$ cat src/rtl/tpg_pkg.sv
package tpg_pkg;
  localparam int unsigned MODE_W = 4;

  typedef enum logic [MODE_W-1:0] {
    MODE_SAMPLE  = 4'd0,
    MODE_MID     = 4'd1,
    MODE_ONES    = 4'd2,
    MODE_ZEROS   = 4'd3,
    MODE_CHECKER = 4'd4,
    MODE_PN_LONG = 4'd5,
    MODE_PN_SHRT = 4'd6,
    MODE_USER    = 4'd7,
    MODE_TOGGLE  = 4'd8
  } tpg_mode_e;
endpackage

$ cat src/rtl/tpg_lfsr.sv
module tpg_lfsr #(
  parameter int unsigned W     = 9,
  parameter int unsigned TAP   = 4,
  parameter logic [W-1:0] SEED = 'h0DF,
  parameter bit          INV   = 1'b0,
  parameter int unsigned OUT_W = 14
) (
  input  logic             clk_i,
  input  logic             rst_ni,
  input  logic             restart_i,
  input  logic             step_i,
  output logic [OUT_W-1:0] word_o
);
  logic [W-1:0] state_q;
  logic [W-1:0] chain [OUT_W+1];

  assign chain[0] = restart_i ? SEED : state_q;

  // one shift per serial bit time, first bit lands in the MSB
  for (genvar g = 0; g < OUT_W; g++) begin : g_bit
    assign word_o[OUT_W-1-g] = chain[g][W-1] ^ INV;
    assign chain[g+1] = {chain[g][W-2:0], chain[g][W-1] ^ chain[g][TAP]};
  end

  always_ff @(posedge clk_i or negedge rst_ni) begin
    if (!rst_ni)     state_q <= SEED;
    else if (step_i) state_q <= chain[OUT_W];
    else             state_q <= chain[0];
  end
endmodule

$ cat src/rtl/tpg_word_sel.sv
module tpg_word_sel
  import tpg_pkg::*;
#(
  parameter int unsigned DW       = 14,
  parameter int unsigned MIN_LEN  = 8,
  parameter int unsigned NUM_USER = 4,
  localparam int unsigned LEN_W   = $clog2(DW + 1),
  localparam int unsigned PH_W    = $clog2(NUM_USER)
) (
  input  logic [MODE_W-1:0]            mode_i,
  input  logic [LEN_W-1:0]             len_i,
  input  logic [PH_W-1:0]              phase_i,
  input  logic [NUM_USER-1:0][DW-1:0]  user_i,
  input  logic [DW-1:0]                sample_i,
  input  logic [DW-1:0]                pn_short_i,
  input  logic [DW-1:0]                pn_long_i,
  output logic [DW-1:0]                word_o
);
  logic [LEN_W-1:0] len_eff;
  logic [LEN_W-1:0] shift;
  logic [DW-1:0]    checker_w;
  logic [DW-1:0]    full;

  always_comb begin
    if (len_i < LEN_W'(MIN_LEN))  len_eff = LEN_W'(MIN_LEN);
    else if (len_i > LEN_W'(DW))  len_eff = LEN_W'(DW);
    else                          len_eff = len_i;
    shift = LEN_W'(DW) - len_eff;
  end

  for (genvar i = 0; i < DW; i++) begin : g_chk
    assign checker_w[i] = ((DW - 1 - i) % 2) == 0;
  end

  always_comb begin
    unique case (mode_i)
      MODE_MID:     full = {1'b1, {(DW-1){1'b0}}};
      MODE_ONES:    full = '1;
      MODE_CHECKER: full = phase_i[0] ? ~checker_w : checker_w;
      MODE_USER:    full = user_i[phase_i];
      MODE_TOGGLE:  full = phase_i[0] ? '0 : '1;
      default:      full = '0;
    endcase
    unique case (mode_i)
      MODE_SAMPLE:  word_o = sample_i;
      MODE_PN_SHRT: word_o = pn_short_i;
      MODE_PN_LONG: word_o = pn_long_i;
      default:      word_o = full >> shift;
    endcase
  end
endmodule

$ cat src/rtl/adc_test_pattern_gen.sv
module adc_test_pattern_gen
  import tpg_pkg::*;
#(
  parameter int unsigned DW             = 14,
  parameter int unsigned MIN_LEN        = 8,
  parameter int unsigned NUM_USER       = 4,   // power of two
  parameter logic [8:0]  PN_SHORT_SEED  = 9'h0DF,
  parameter logic [22:0] PN_LONG_SEED   = 23'h29B80A,
  localparam int unsigned LEN_W         = $clog2(DW + 1),
  localparam int unsigned PH_W          = $clog2(NUM_USER)
) (
  input  logic                         clk_i,
  input  logic                         rst_ni,
  input  logic                         strobe_i,
  input  logic [MODE_W-1:0]            mode_i,
  input  logic [LEN_W-1:0]             word_len_i,
  input  logic [NUM_USER-1:0][DW-1:0]  user_words_i,
  input  logic [DW-1:0]                sample_i,
  output logic [DW-1:0]                word_o,
  output logic                         valid_o
);
  logic [MODE_W-1:0] mode_q;
  logic [PH_W-1:0]   phase_q, phase_eff;
  logic              restart;
  logic [DW-1:0]     pn_short_w, pn_long_w, sel_w;

  assign restart   = mode_i != mode_q;
  assign phase_eff = restart ? '0 : phase_q;

  tpg_lfsr #(.W(9), .TAP(4), .SEED(PN_SHORT_SEED), .INV(1'b0), .OUT_W(DW)) i_pn_short (
    .clk_i, .rst_ni, .restart_i(restart),
    .step_i(strobe_i && mode_i == MODE_PN_SHRT), .word_o(pn_short_w)
  );

  tpg_lfsr #(.W(23), .TAP(17), .SEED(PN_LONG_SEED), .INV(1'b1), .OUT_W(DW)) i_pn_long (
    .clk_i, .rst_ni, .restart_i(restart),
    .step_i(strobe_i && mode_i == MODE_PN_LONG), .word_o(pn_long_w)
  );

  tpg_word_sel #(.DW(DW), .MIN_LEN(MIN_LEN), .NUM_USER(NUM_USER)) i_sel (
    .mode_i, .len_i(word_len_i), .phase_i(phase_eff), .user_i(user_words_i),
    .sample_i, .pn_short_i(pn_short_w), .pn_long_i(pn_long_w), .word_o(sel_w)
  );

  always_ff @(posedge clk_i or negedge rst_ni) begin
    if (!rst_ni) begin
      mode_q  <= '0;
      phase_q <= '0;
      word_o  <= '0;
      valid_o <= 1'b0;
    end else begin
      mode_q  <= mode_i;
      valid_o <= strobe_i;
      if (strobe_i) begin
        word_o  <= sel_w;
        phase_q <= phase_eff + 1'b1;
      end else begin
        phase_q <= phase_eff;
      end
    end
  end
endmodule

$ cat config.mk
export PLATFORM = sky130hd
export DESIGN_NAME = adc_test_pattern_gen
export DESIGN_NICKNAME = d
export VERILOG_FILES = /design/src/rtl/tpg_pkg.sv /design/src/rtl/tpg_lfsr.sv /design/src/rtl/tpg_word_sel.sv /design/src/rtl/adc_test_pattern_gen.sv
export SDC_FILE = /design/constraint.sdc
export NUM_CORES = 1
export LEC_CHECK = 0
export BUFFER_PORTS_ARGS = -buffer_cell sky130_fd_sc_hd__buf_2
export CORE_MARGIN = 2
export CORE_UTILIZATION = 40
export CTS_BUF_LIST = sky130_fd_sc_hd__clkbuf_16
export DETAILED_ROUTE_END_ITERATION = 10
export PLACE_DENSITY = 0.72
export SKIP_CTS_REPAIR_TIMING = 1
export SYNTH_ARGS = -nofsm -noshare
export SYNTH_HDL_FRONTEND = slang
export SYNTH_SLANG_ARGS = --single-unit
$ cat constraint.sdc
create_clock -name clk_i -period 2.8 [get_ports clk_i]
set_input_delay 0.28 -clock clk_i [delete_from_list [all_inputs] [get_ports clk_i]]
set_output_delay 0.28 -clock clk_i [all_outputs]
set_load 0.01 [all_outputs]
# ---- Word level (Yosys, flattened, before mapping)
# Cells that the tools add are included.
# W data, S select, Z words.
dict set report word_totals {
  word_cells 79
  regBits 53
  input_bits 81
}
dict set report classes {
  n_reduce_logical 3
  add_sub_neg 2
  bitwise 42
  eq_ne 8
  shifts 1
  mux 14
  magnitude_cmp 3
}
# cell n
set op_table {}
lappend op_table {{$pmux W14 S5} 1}
lappend op_table {{$mux W23} 2}
lappend op_table {{$mux W14} 3}
lappend op_table {{$pmux W14 S3} 1}
lappend op_table {{$bmux W14 S2} 1}
lappend op_table {{$xor A1 B1 Y1} 28}
lappend op_table {{$mux W9} 2}
lappend op_table {{$eq A4 B3 Y1 const B} 4}
lappend op_table {{$not A1 Y1} 14}
lappend op_table {{$shr A14 B4 Y14} 1}
lappend op_table {{$mux W4} 2}
lappend op_table {{$eq A4 B1 Y1 const B} 1}
lappend op_table {{$eq A4 B2 Y1 const B} 1}
lappend op_table {{$eq A4 B4 Y1 const B} 1}
lappend op_table {{$gt A4 B4 Y1 const B} 1}
lappend op_table {{$logic_not A4 Y1} 1}
lappend op_table {{$lt A4 B4 Y1 const B} 1}
lappend op_table {{$mux W2} 2}
lappend op_table {{$ne A4 B4 Y1} 1}
lappend op_table {{$sub A4 B4 Y4 const A} 1}
lappend op_table {{$lt A2 B3 Y1 const B} 1}
lappend op_table {{$add A2 B1 Y2 const B} 1}
lappend op_table {{$logic_and A1 B1 Y1} 2}

# ---- Longest topological paths before layout
# Gate-level depths: netlist of run 1.
dict set report logic_depth {
  word_depth 7
  ltp_mapped 12
  mapped_depth_nobuf 10
}

# ---- By module
# A second synthesis of run 1 with hierarchy kept.
dict set report hier_totals {
  cells_unflattened 385
  hier_area_um2 4020.1
}
# mod instances cells_per_inst area_per_inst_um2
set by_module_without_submodules {}
lappend by_module_without_submodules {tpg_word_sel 1 173 1455.1}
lappend by_module_without_submodules {{tpg_lfsr at i_pn_long} 1 99 1149.9}
lappend by_module_without_submodules {adc_test_pattern_gen 1 52 815.8}
lappend by_module_without_submodules {{tpg_lfsr at i_pn_short} 1 61 599.3}

# ---- Worst setup path after synthesis of run 1
# No wires, ideal clock.
dict set report synth_timing {
  kind {input-to-reg}
  startpoint {in word_len_i[1]}
  endpoint {reg word_o[7]}
  setup_time_ns 0.126
  arrival_time_ns 2.434
  cell_stages 11
  slack_ns 0.240
  path_buffers 3
  path_cell_list {and2_1 -> or2_2 -> buf_2 -> inv_1 -> buf_2 -> ha_1 -> inv_1 -> clkbuf_1 -> a31oi_1 -> o21a_1 -> o32a_1}
}
dict set report synth_via {
  elab_chain_len 6
  word_cells_on_any_way 7
}
# item line_no
set synth_rtl {}
lappend synth_rtl {{start: declaration} adc_test_pattern_gen.sv:16} ;# input logic [LEN_W-1:0] word_len_i,
lappend synth_rtl {{$gt A4 B4 Y1} tpg_word_sel.sv:26} ;# else if (len_i > LEN_W'(DW)) len_eff = LEN_W'(DW);
lappend synth_rtl {{$mux W4} tpg_word_sel.sv:26}
lappend synth_rtl {{$mux W4 *} tpg_word_sel.sv:25} ;# if (len_i < LEN_W'(MIN_LEN)) len_eff = LEN_W'(MIN_LEN);
lappend synth_rtl {{$sub A4 B4 Y4 *} tpg_word_sel.sv:28} ;# shift = LEN_W'(DW) - len_eff;
lappend synth_rtl {{$shr A14 B4 Y14 *} tpg_word_sel.sv:48} ;# default: word_o = full >> shift;
lappend synth_rtl {{$pmux W14 S3 *} tpg_word_sel.sv:44} ;# unique case (mode_i)
lappend synth_rtl {{end signal: assignment} adc_test_pattern_gen.sv:55} ;# word_o <= sel_w;
lappend synth_rtl {{end: declaration} adc_test_pattern_gen.sv:19} ;# output logic [DW-1:0] word_o,
# Every way passes the cells marked *; elsewhere a longest branch is shown, timed or not.
# A chain may end at the register's enable or synchronous reset.

# ---- Worst setup path after layout of run 1
dict set report layout_timing {
  startpoint {reg phase_q[1]}
  endpoint {reg word_o[10]}
}
dict set report layout_via {
  elab_chain_len 6
}
# item line_no
set layout_rtl {}
lappend layout_rtl {{start: declaration} adc_test_pattern_gen.sv:23} ;# logic [PH_W-1:0] phase_q, phase_eff;
lappend layout_rtl {{start signal: assignment} adc_test_pattern_gen.sv:56} ;# phase_q <= phase_eff + 1'b1;
lappend layout_rtl {{start signal: assignment} adc_test_pattern_gen.sv:58} ;# phase_q <= phase_eff;
lappend layout_rtl {{$mux W2} adc_test_pattern_gen.sv:28} ;# assign phase_eff = restart ? '0 : phase_q;
lappend layout_rtl {{$bmux W14 S2} tpg_word_sel.sv:40} ;# MODE_USER: full = user_i[phase_i];
lappend layout_rtl {{$mux W14 (implied by the code)} tpg_word_sel.sv:40}
lappend layout_rtl {{$pmux W14 S5} tpg_word_sel.sv:36} ;# unique case (mode_i)
lappend layout_rtl {{$shr A14 B4 Y14} tpg_word_sel.sv:48}
lappend layout_rtl {{$pmux W14 S3} tpg_word_sel.sv:44}
# No other way between the ends. The select of a mux whose other input is x is not followed.

==> reports/results.tsv, run 1 <==
metric	value	unit
status	finished, final reports clean	
Final setup viols	0	
met1 usage	0.3219	
grt peak-use layer	met2	
most numerous cell in the Yosys netlist	nand2_1	
# rows	37	
CP Class	reg2reg	
diodes inserted	0	
Nets	684	
Num CTS Buffers	5	
antenna viol nets, final	0	
max_cap viols	0	
clock skew	0.007390	ns
gpl congestion	0.9679	
cell area power density	408.1	mW/mm^2
Pins Over Slew Limit	0	
CTS tree	yes	
Via Count	4510	
# clock sinks	53	
initial antenna violation count	0	
Via density	6.103	
Sw Ratio	0.3052	
die span in y	107.3	um
Fillers	1004	
DR WL/cell	18.71	um
die area	0.01151	mm^2
WP data arrival	2.99	ns
warnings from Yosys	0	
Port Buffer Count	95	
Syn Area/Cell	8.385	um^2
share of the synthesized area in the top cell type	0.2169	
Switch Pwr	638.5	uW
Post-DP HPWL	10760	um
first-pass GRT wire length	22290	um
I/O pins	96	
most area-consuming cells after synthesis	dfrtp_1 22%, dfstp_2 9.9%, xnor2_1 6.2%, a21oi_1 5.2%, nand2_1 4.7%	
global-route usage over all layers	0.2418	
1st-iter DRT viols	350	
DRT Pass-1 Iters	5	
Worst slew margin	0.5993	
Hold Fails Final Rpt	0	
Final min period	2.757	ns
DIE WIDTH	107.3	um
Int Pwr	1.454	mW
maximum vdd ir drop	0.2995	mV
htree depth	2	
Critical Path End Type	flop	
Net Count, Synth	591	
met2 Usage GRT	0.4204	
worst-path fanout max	18	
Netlist Area Pre-Place	0.004268	mm^2
Sum Neg Setup Slack	0	ns
CTS root buffer	clkbuf_16	
drt drc	0	
routed wire length	13830	um
layout cells sized above 1	0.2836	
WP data required	3.03	ns
Logic pwr share	0.258	
Post-Syn Instances	509	
met3 usage	0.03511	
leakage power	2.096	nW
worst-skew pair later-pin latency	0.29	ns
Clk pwr share	0.341	
largest net degree at the start of global routing	54	
Starting Density	0.4134	
final period utilization	0.9848	
clock-pin slew on the worst setup and hold paths	0.07	ns
core area	0.01032	mm^2
number of global-route vias before repair	4333	
Remaining Overflow, GRT	0	
worst slew pin tran	0.5961	ns
Synth cell types	78	
Flop pwr share	0.400	
unrepaired setup endpoints after global routing	no	
leading area contributor after synthesis	dfrtp_1	
Area Overhead vs Synth	20.14	%
CTS Buffer Depth	2	
Post-synth EDFFs	0	
HP Class	in2reg	
Synth top cells by count	54 x nand2_1, 44 x a21oi_1, 39 x o21ai_0	
FFs w/ async S/R, synth	1.000	
Synth Flop Type	dfrtp_1	
Tot Pwr	2.092	mW
Critical Path Start Type	flop	
FMAX	0.3627	GHz
#FFs+latches synth	53	
post-synthesis sequential area ratio	0.3155	
-- layout by cell type (no fill, tap or decap), drive strengths merged, types with 7 or more instances in the layout --
master	n
dfstp	16
nor2	31
and2	7
or2	8
a22oi	12
buf	123
dfrtp	37
a211oi	8
mux2i	20
nand3	14
o211ai	13
inv	8
xor2	10
nor3	7
xnor2	31
nand2	54
a31oi	8
o21ai	41
nor2b	9
a21oi	44
-- critical path, cell delays in order, from the launching register on --
cell and delay (ns):
dfrtp_1 0.46, buf_4 0.23, nor2_1 0.46, o21ai_0 0.31, a221o_1 0.40, and3_1 0.20
a211oi_1 0.40, o22a_1 0.23
-- logic make-up (layout without fill, tap and decap cells) --
logic type | after synthesis | after routing | share of synthesized area
simple gates | 155 | 155 | 0.1762
buf+inv | 45 | 139 | 0.05248
compound gates | 191 | 191 | 0.3113
flops | 53 | 53 | 0.3154
mux | 23 | 23 | 0.05570
fa+ha+maj | 1 | 1 | 0.002931
xor+xnor | 41 | 41 | 0.08590
-- flip-flops by register name (all words and copies together), names as in the netlist --
register and count:
i_pn_long.state_q 23, word_o 14, i_pn_short.state_q 9, valid_o 1
phase_q 2, mode_q 4
-- stage by stage --
step	area, um^2	worst slack [ns]	std cells	hold slack, ns	utilization
5_1_grt	5127	0.006746	739	0.2199	0.4967
6_report	5127	0.04253	739	0.2212	0.4967
3_3_place_gp	4945	0.1193	730	0.2940	0.4790
2_1_floorplan	4268	0.2396	509	-0.01559	-
3_5_place_dp	4945	0.1079	730	0.2999	0.4790
4_1_cts	5114	0.1709	738	-0.01328	0.4953
-- worst paths after layout --
check,from,end,slack (ns),cells after the start
max,phase_q[1],word_o[10],0.04,7
min,mode_i[3],mode_q[3],0.22,1
max reg2reg,phase_q[1],word_o[10],0.04,7
min reg2reg,word_o[3],word_o[3],0.50,1
max in group asynchronous,rst_ni,i_pn_short.state_q[4],1.98,3
min in group asynchronous,rst_ni,i_pn_long.state_q[4],0.49,3
-- per-layer routing --
metal	vias to the layer above	wire, um
li1	2096	-
met3	21	1118
met4	0	163
met2	222	6523
met5	-	0
met1	2171	6022
-- power by group through the flow --
stage	registers (mW)	clock network (mW)	logic, mW
2_1_floorplan	0.851	0	0.313
3_3_place_gp	0.850	0	0.522
3_5_place_dp	0.852	0	0.528
4_1_cts	0.838	0.725	0.531
5_1_grt	0.842	0.762	0.587
6_report	0.838	0.714	0.540
-- cell type report --
| class | count | area, um^2 | area share |
|---|---|---|---|
| repair buffers | 124 | 708.2 | 0.1381 |
| clock inverters | 3 | 43.79 | 0.008541 |
| flip-flops and latches | 53 | 1346 | 0.2626 |
| inverters | 7 | 26.28 | 0.005124 |
| well taps | 136 | 170.2 | 0.03319 |
| clock buffers | 5 | 125.1 | 0.02440 |
| multi-input cells | 411 | 2708 | 0.5281 |
No activity file was read; power rests on OpenSTA's default activity.
==> inputs of run 2 (changes only) <==
--- a/config.mk
+++ b/config.mk
@@ -10,4 +10,4 @@
 export CORE_UTILIZATION = 40
-export CTS_BUF_LIST = sky130_fd_sc_hd__clkbuf_16
 export DETAILED_ROUTE_END_ITERATION = 10
+export GPL_TIMING_DRIVEN = 0
 export PLACE_DENSITY = 0.72
==> constraint.sdc (replaced) <==
create_clock -name clk_i -period 2.8 [get_ports clk_i]
set_input_delay 0.56 -clock clk_i [delete_from_list [all_inputs] [get_ports clk_i]]
set_output_delay 0.56 -clock clk_i [all_outputs]
set_load 0.01 [all_outputs]
==> reports/results.tsv, run 2 (same netlist as run 1, synthesis figures left out) <==
metric	value	unit
max reg flops	23	
Worst path slowest cell	o32a_1	
Starting Density	0.4134	
Num CTS Buffers	5	
clock skew	0.008744	ns
worst-path fanout max	10	
leakage power	2.046	nW
core area	0.01032	mm^2
# rows	37	
Final min period	2.717	ns
crit-path max cell delay	0.35	ns
largest net degree at the start of global routing	54	
first-pass GRT wire length	23200	um
die span in y	107.3	um
maximum vdd ir drop	0.2991	mV
diodes inserted	0	
DR WL/cell	19.66	um
initial antenna violation count	0	
WP data required	3.00	ns
clock-pin slew on the worst setup and hold paths	0.10	ns
Worst slew margin	0.1973	
routed wire length	14730	um
Pins Over Slew Limit	0	
htree depth	2	
CP Buf/Inv Count	6	
cell area power density	377.3	mW/mm^2
Post-DP HPWL	11420	um
Worst Setup SP	word_len_i[1]	
gpl congestion	0.9231	
Port Buffer Count	95	
FMAX	0.3680	GHz
CTS root buffer	clkbuf_8	
FF-to-FF End	word_o[1]	
status	finished, final reports clean	
Biggest register	i_pn_long.state_q	
unrepaired setup endpoints after global routing	no	
worst slew pin tran	1.204	ns
Area Overhead vs Synth	19.06	%
# clock sinks	53	
WP depth	12	
Final setup viols	0	
Via density	6.072	
Remaining Overflow, GRT	0	
crit path cell chain	buf_2, and2_1, or2_2, buf_2, inv_2, buf_4, ha_4, inv_2, clkbuf_4, a31oi_1, o21a_1, o32a_1	
Sum Neg Setup Slack	0	ns
max_cap viols	0	
Reg2Reg Setup Slack	0.20	ns
Hold Fails Final Rpt	0	
worst-skew pair later-pin latency	0.31	ns
global-route usage over all layers	0.2547	
end point of the critical path	word_o[7]	
Tot Pwr	1.917	mW
drt drc	0	
WP data arrival	2.91	ns
die area	0.01151	mm^2
WHS Path Cells	1	
1st-iter DRT viols	300	
FF-to-FF path depth	9	
Critical Path End Type	flop	
CP Class	in2reg	
final period utilization	0.9704	
RR Startpoint	phase_q[0]	
most frequent cells in the layout	105 x buf_2, 54 x nand2_1, 43 x a21oi_1	
Via Count	4548	
CTS tree	yes	
leading cell type in the layout, fill and taps excluded	buf_2	
Nets	694	
HP Class	in2reg	
DIE WIDTH	107.3	um
Top delay family on crit path	buffers and inverters	
DRT Pass-1 Iters	7	
CTS Buffer Depth	2	
layout cells sized above 1	0.2773	
largest registers	i_pn_long.state_q (23), word_o (14), i_pn_short.state_q (9)	
antenna viol nets, final	0	
Critical Path Start Type	input pin	
Fillers	1009	
number of global-route vias before repair	4461	
I/O pins	96	
[run 2: cell count changes in the layout (fill, tap and decap cells not counted), moves of 4 or more]
| cell | previous run | this run |
|---|---|---|
| clkbuf_1 | 0 | 16 |
| clkbuf_16 | 5 | 0 |
| buf_4 | 27 | 3 |
| clkbuf_8 | 0 | 5 |
| buf_2 | 95 | 105 |
| clkbuf_4 | 0 | 4 |
[run 2: how the worst min path moves through the flow]
stage                         startpoint                    end
finish                         mode_i[0]              mode_q[0]
global route                   mode_i[0]              mode_q[0]
CTS                            mode_i[0]              mode_q[0]
detailed placement  i_pn_long.state_q[1]  i_pn_long.state_q[15]
global placement    i_pn_long.state_q[1]  i_pn_long.state_q[15]
floorplan                         rst_ni   i_pn_long.state_q[0]
[run 2: layout make-up]
type / instances / area, um^2 / area share
plain buffers: 38 / 212.7 / 0.04186
clock buffers: 6 / 72.57 / 0.01428
clock inverters: 2 / 38.79 / 0.007634
inverters: 7 / 26.28 / 0.005171
multi-input cells: 411 / 2731 / 0.5376
flip-flops and latches: 53 / 1346 / 0.2650
well taps: 136 / 170.2 / 0.03349
repair buffers: 96 / 483.0 / 0.09505
[run 2: report_power, final]
group / switching [mW] / internal (mW) / leakage (nW)
Sequential: 0.0307 / 0.804 / 0.642
Clock: 0.262 / 0.269 / 0.0554
Combinational: 0.330 / 0.223 / 1.35
Total: 0.622 / 1.30 / 2.05
[run 2: layer usage]
layer | global-route usage | up-vias | share of wire
li1 | - | 2109 | -
met1 | 0.3338 | 2179 | 0.43
met2 | 0.4331 | 236 | 0.47
met3 | 0.03814 | 24 | 0.081
met4 | 0.07699 | 0 | 0.019
met5 | 0 | - | 0
[run 2: metrics by stage]
| step | instance area [um^2] | cells | setup slack [ns] | hold slack, ns | utilization |
|---|---|---|---|---|---|
| 6_report | 5081 | 749 | 0.08286 | 0.3760 | 0.4922 |
| 5_1_grt | 5081 | 749 | 0.004660 | 0.3724 | 0.4922 |
| 4_1_cts | 5026 | 748 | -0.2887 | 0.3739 | 0.4869 |
| 3_5_place_dp | 4915 | 740 | -0.6155 | 0.4850 | 0.4761 |
| 3_3_place_gp | 4915 | 740 | -0.5694 | 0.4796 | 0.4761 |
| 2_1_floorplan | 4269 | 509 | 0.05252 | 0.2644 | - |
==> inputs of run 3 (changes only) <==
- ABC_CLOCK_PERIOD_IN_PS: default -> 2800
- CORE_ASPECT_RATIO: default -> 1.75
- CORE_MARGIN: 2 -> 1
==> reports/results.tsv, run 3 (same netlist as run 1, synthesis figures left out) <==
metric	value	unit
status	finished, final reports clean	
layout cells sized above 1	0.2908	
DR WL/cell	20.26	um
Area Overhead vs Synth	21.72	%
number of global-route vias before repair	4650	
clock-pin slew on the worst setup and hold paths	0.07	ns
Remaining Overflow, GRT	0	
worst-path fanout max	10	
1st-iter DRT viols	331	
CTS Buffer Depth	2	
clock skew	0.006019	ns
Num CTS Buffers	5	
I/O pins	96	
WP data arrival	2.88	ns
drt drc	0	
hold_ws	0.4100	ns
Pins Over Slew Limit	0	
global-route usage over all layers	0.2794	
met2 Usage GRT	0.4984	
gpl congestion	0.9614	
die span in y	138.6	um
first-pass GRT wire length	23830	um
DIE WIDTH	80.08	um
placed instance area	0.004903	mm^2
routed wire length	15110	um
met1 usage	0.3034	
most frequent cells in the layout	105 x buf_2, 54 x nand2_1, 42 x a21oi_1	
Post-DP HPWL	11890	um
# clock sinks	53	
final period utilization	0.9676	
max reg flops	23	
Worst slew margin	0.1875	
antenna viol nets, final	0	
initial antenna violation count	0	
Nets	700	
Biggest register	i_pn_long.state_q	
Via Count	4561	
Hold Fails Final Rpt	0	
max_cap viols	0	
largest registers	i_pn_long.state_q (23), word_o (14), i_pn_short.state_q (9)	
Port Buffer Count	95	
CP Class	in2reg	
FMAX	0.3691	GHz
CTS root buffer	clkbuf_16	
maximum vdd ir drop	0.4765	mV
cell area power density	405.5	mW/mm^2
Final setup viols	0	
core area	0.01030	mm^2
Via density	6.114	
CTS tree	yes	
HP Class	in2reg	
leading cell type in the layout, fill and taps excluded	buf_2	
Util after Layout	0.5044	
cell area after layout	0.005195	mm^2
Starting Density	0.4144	
Critical Path Start Type	input pin	
grt peak-use layer	met2	
DRT Pass-1 Iters	5	
worst slew pin tran	1.219	ns
worst-skew pair later-pin latency	0.29	ns
diodes inserted	0	
die area	0.01110	mm^2
met3 usage	0.03355	
# rows	49	
Critical Path End Type	flop	
htree depth	2	
Final min period	2.709	ns
WP data required	2.97	ns
largest net degree at the start of global routing	54	
leakage power	2.106	nW
run 3: layer usage:
layer | wire, um | up-vias
li1 | - | 2126
met5 | 0 | -
met4 | 868 | 0
met3 | 773 | 59
met2 | 7967 | 206
met1 | 5501 | 2170
run 3: area by class of cell:
| cell class | count | area [um^2] |
|---|---|---|
| Clock buffer | 6 | 128.9 |
| Fill cell | 1006 | 5105 |
| Inverter | 7 | 28.78 |
| Clock inverter | 2 | 38.79 |
| Sequential cell | 53 | 1346 |
| Tap cell | 127 | 158.9 |
| Multi-Input combinational cell | 411 | 2749 |
| Timing Repair Buffer | 102 | 528.0 |
| Buffer | 38 | 216.5 |
run 3: final timing paths:
kind | start | slack, ns | to | depth (start not counted)
max | word_len_i[1] | 0.09 | word_o[5] | 13
min | mode_i[0] | 0.41 | mode_q[0] | 1
max reg2reg | phase_q[0] | 0.18 | word_o[1] | 9
min reg2reg | i_pn_long.state_q[1] | 0.49 | i_pn_long.state_q[15] | 2
max in group asynchronous | rst_ni | 1.53 | i_pn_long.state_q[0] | 1
min in group asynchronous | rst_ni | 0.51 | word_o[5] | 1
run 3: power breakdown:
part | switching (mW) | internal (mW)
Sequential | 0.0282 | 0.804
Combinational | 0.333 | 0.231
Clock | 0.284 | 0.426
Total | 0.645 | 1.46
run 3: critical path, stage by stage:
cell and delay (ns):
buf_2 0.10, and2_1 0.18, or2_2 0.27, buf_2 0.19, inv_4 0.12, buf_6 0.15, ha_2 0.24, xnor2_2 0.19
a21o_1 0.26, nor2_1 0.08, o2bb2ai_1 0.12, o32ai_1 0.30, o21ai_1 0.11
run 3: stage by stage:
step                      cells     TNS (ns)  setup slack [ns]  power (mW)
final                       746            0           0.09068       2.107
after floorplan             509            0           0.05252       1.165
after global routing        746  -0.00005551       -0.00005551       2.202
after global placement      731       -5.794           -0.6480       1.369
after detailed placement    731       -6.162           -0.6641       1.376
after CTS                   739       -2.049           -0.3773       2.088
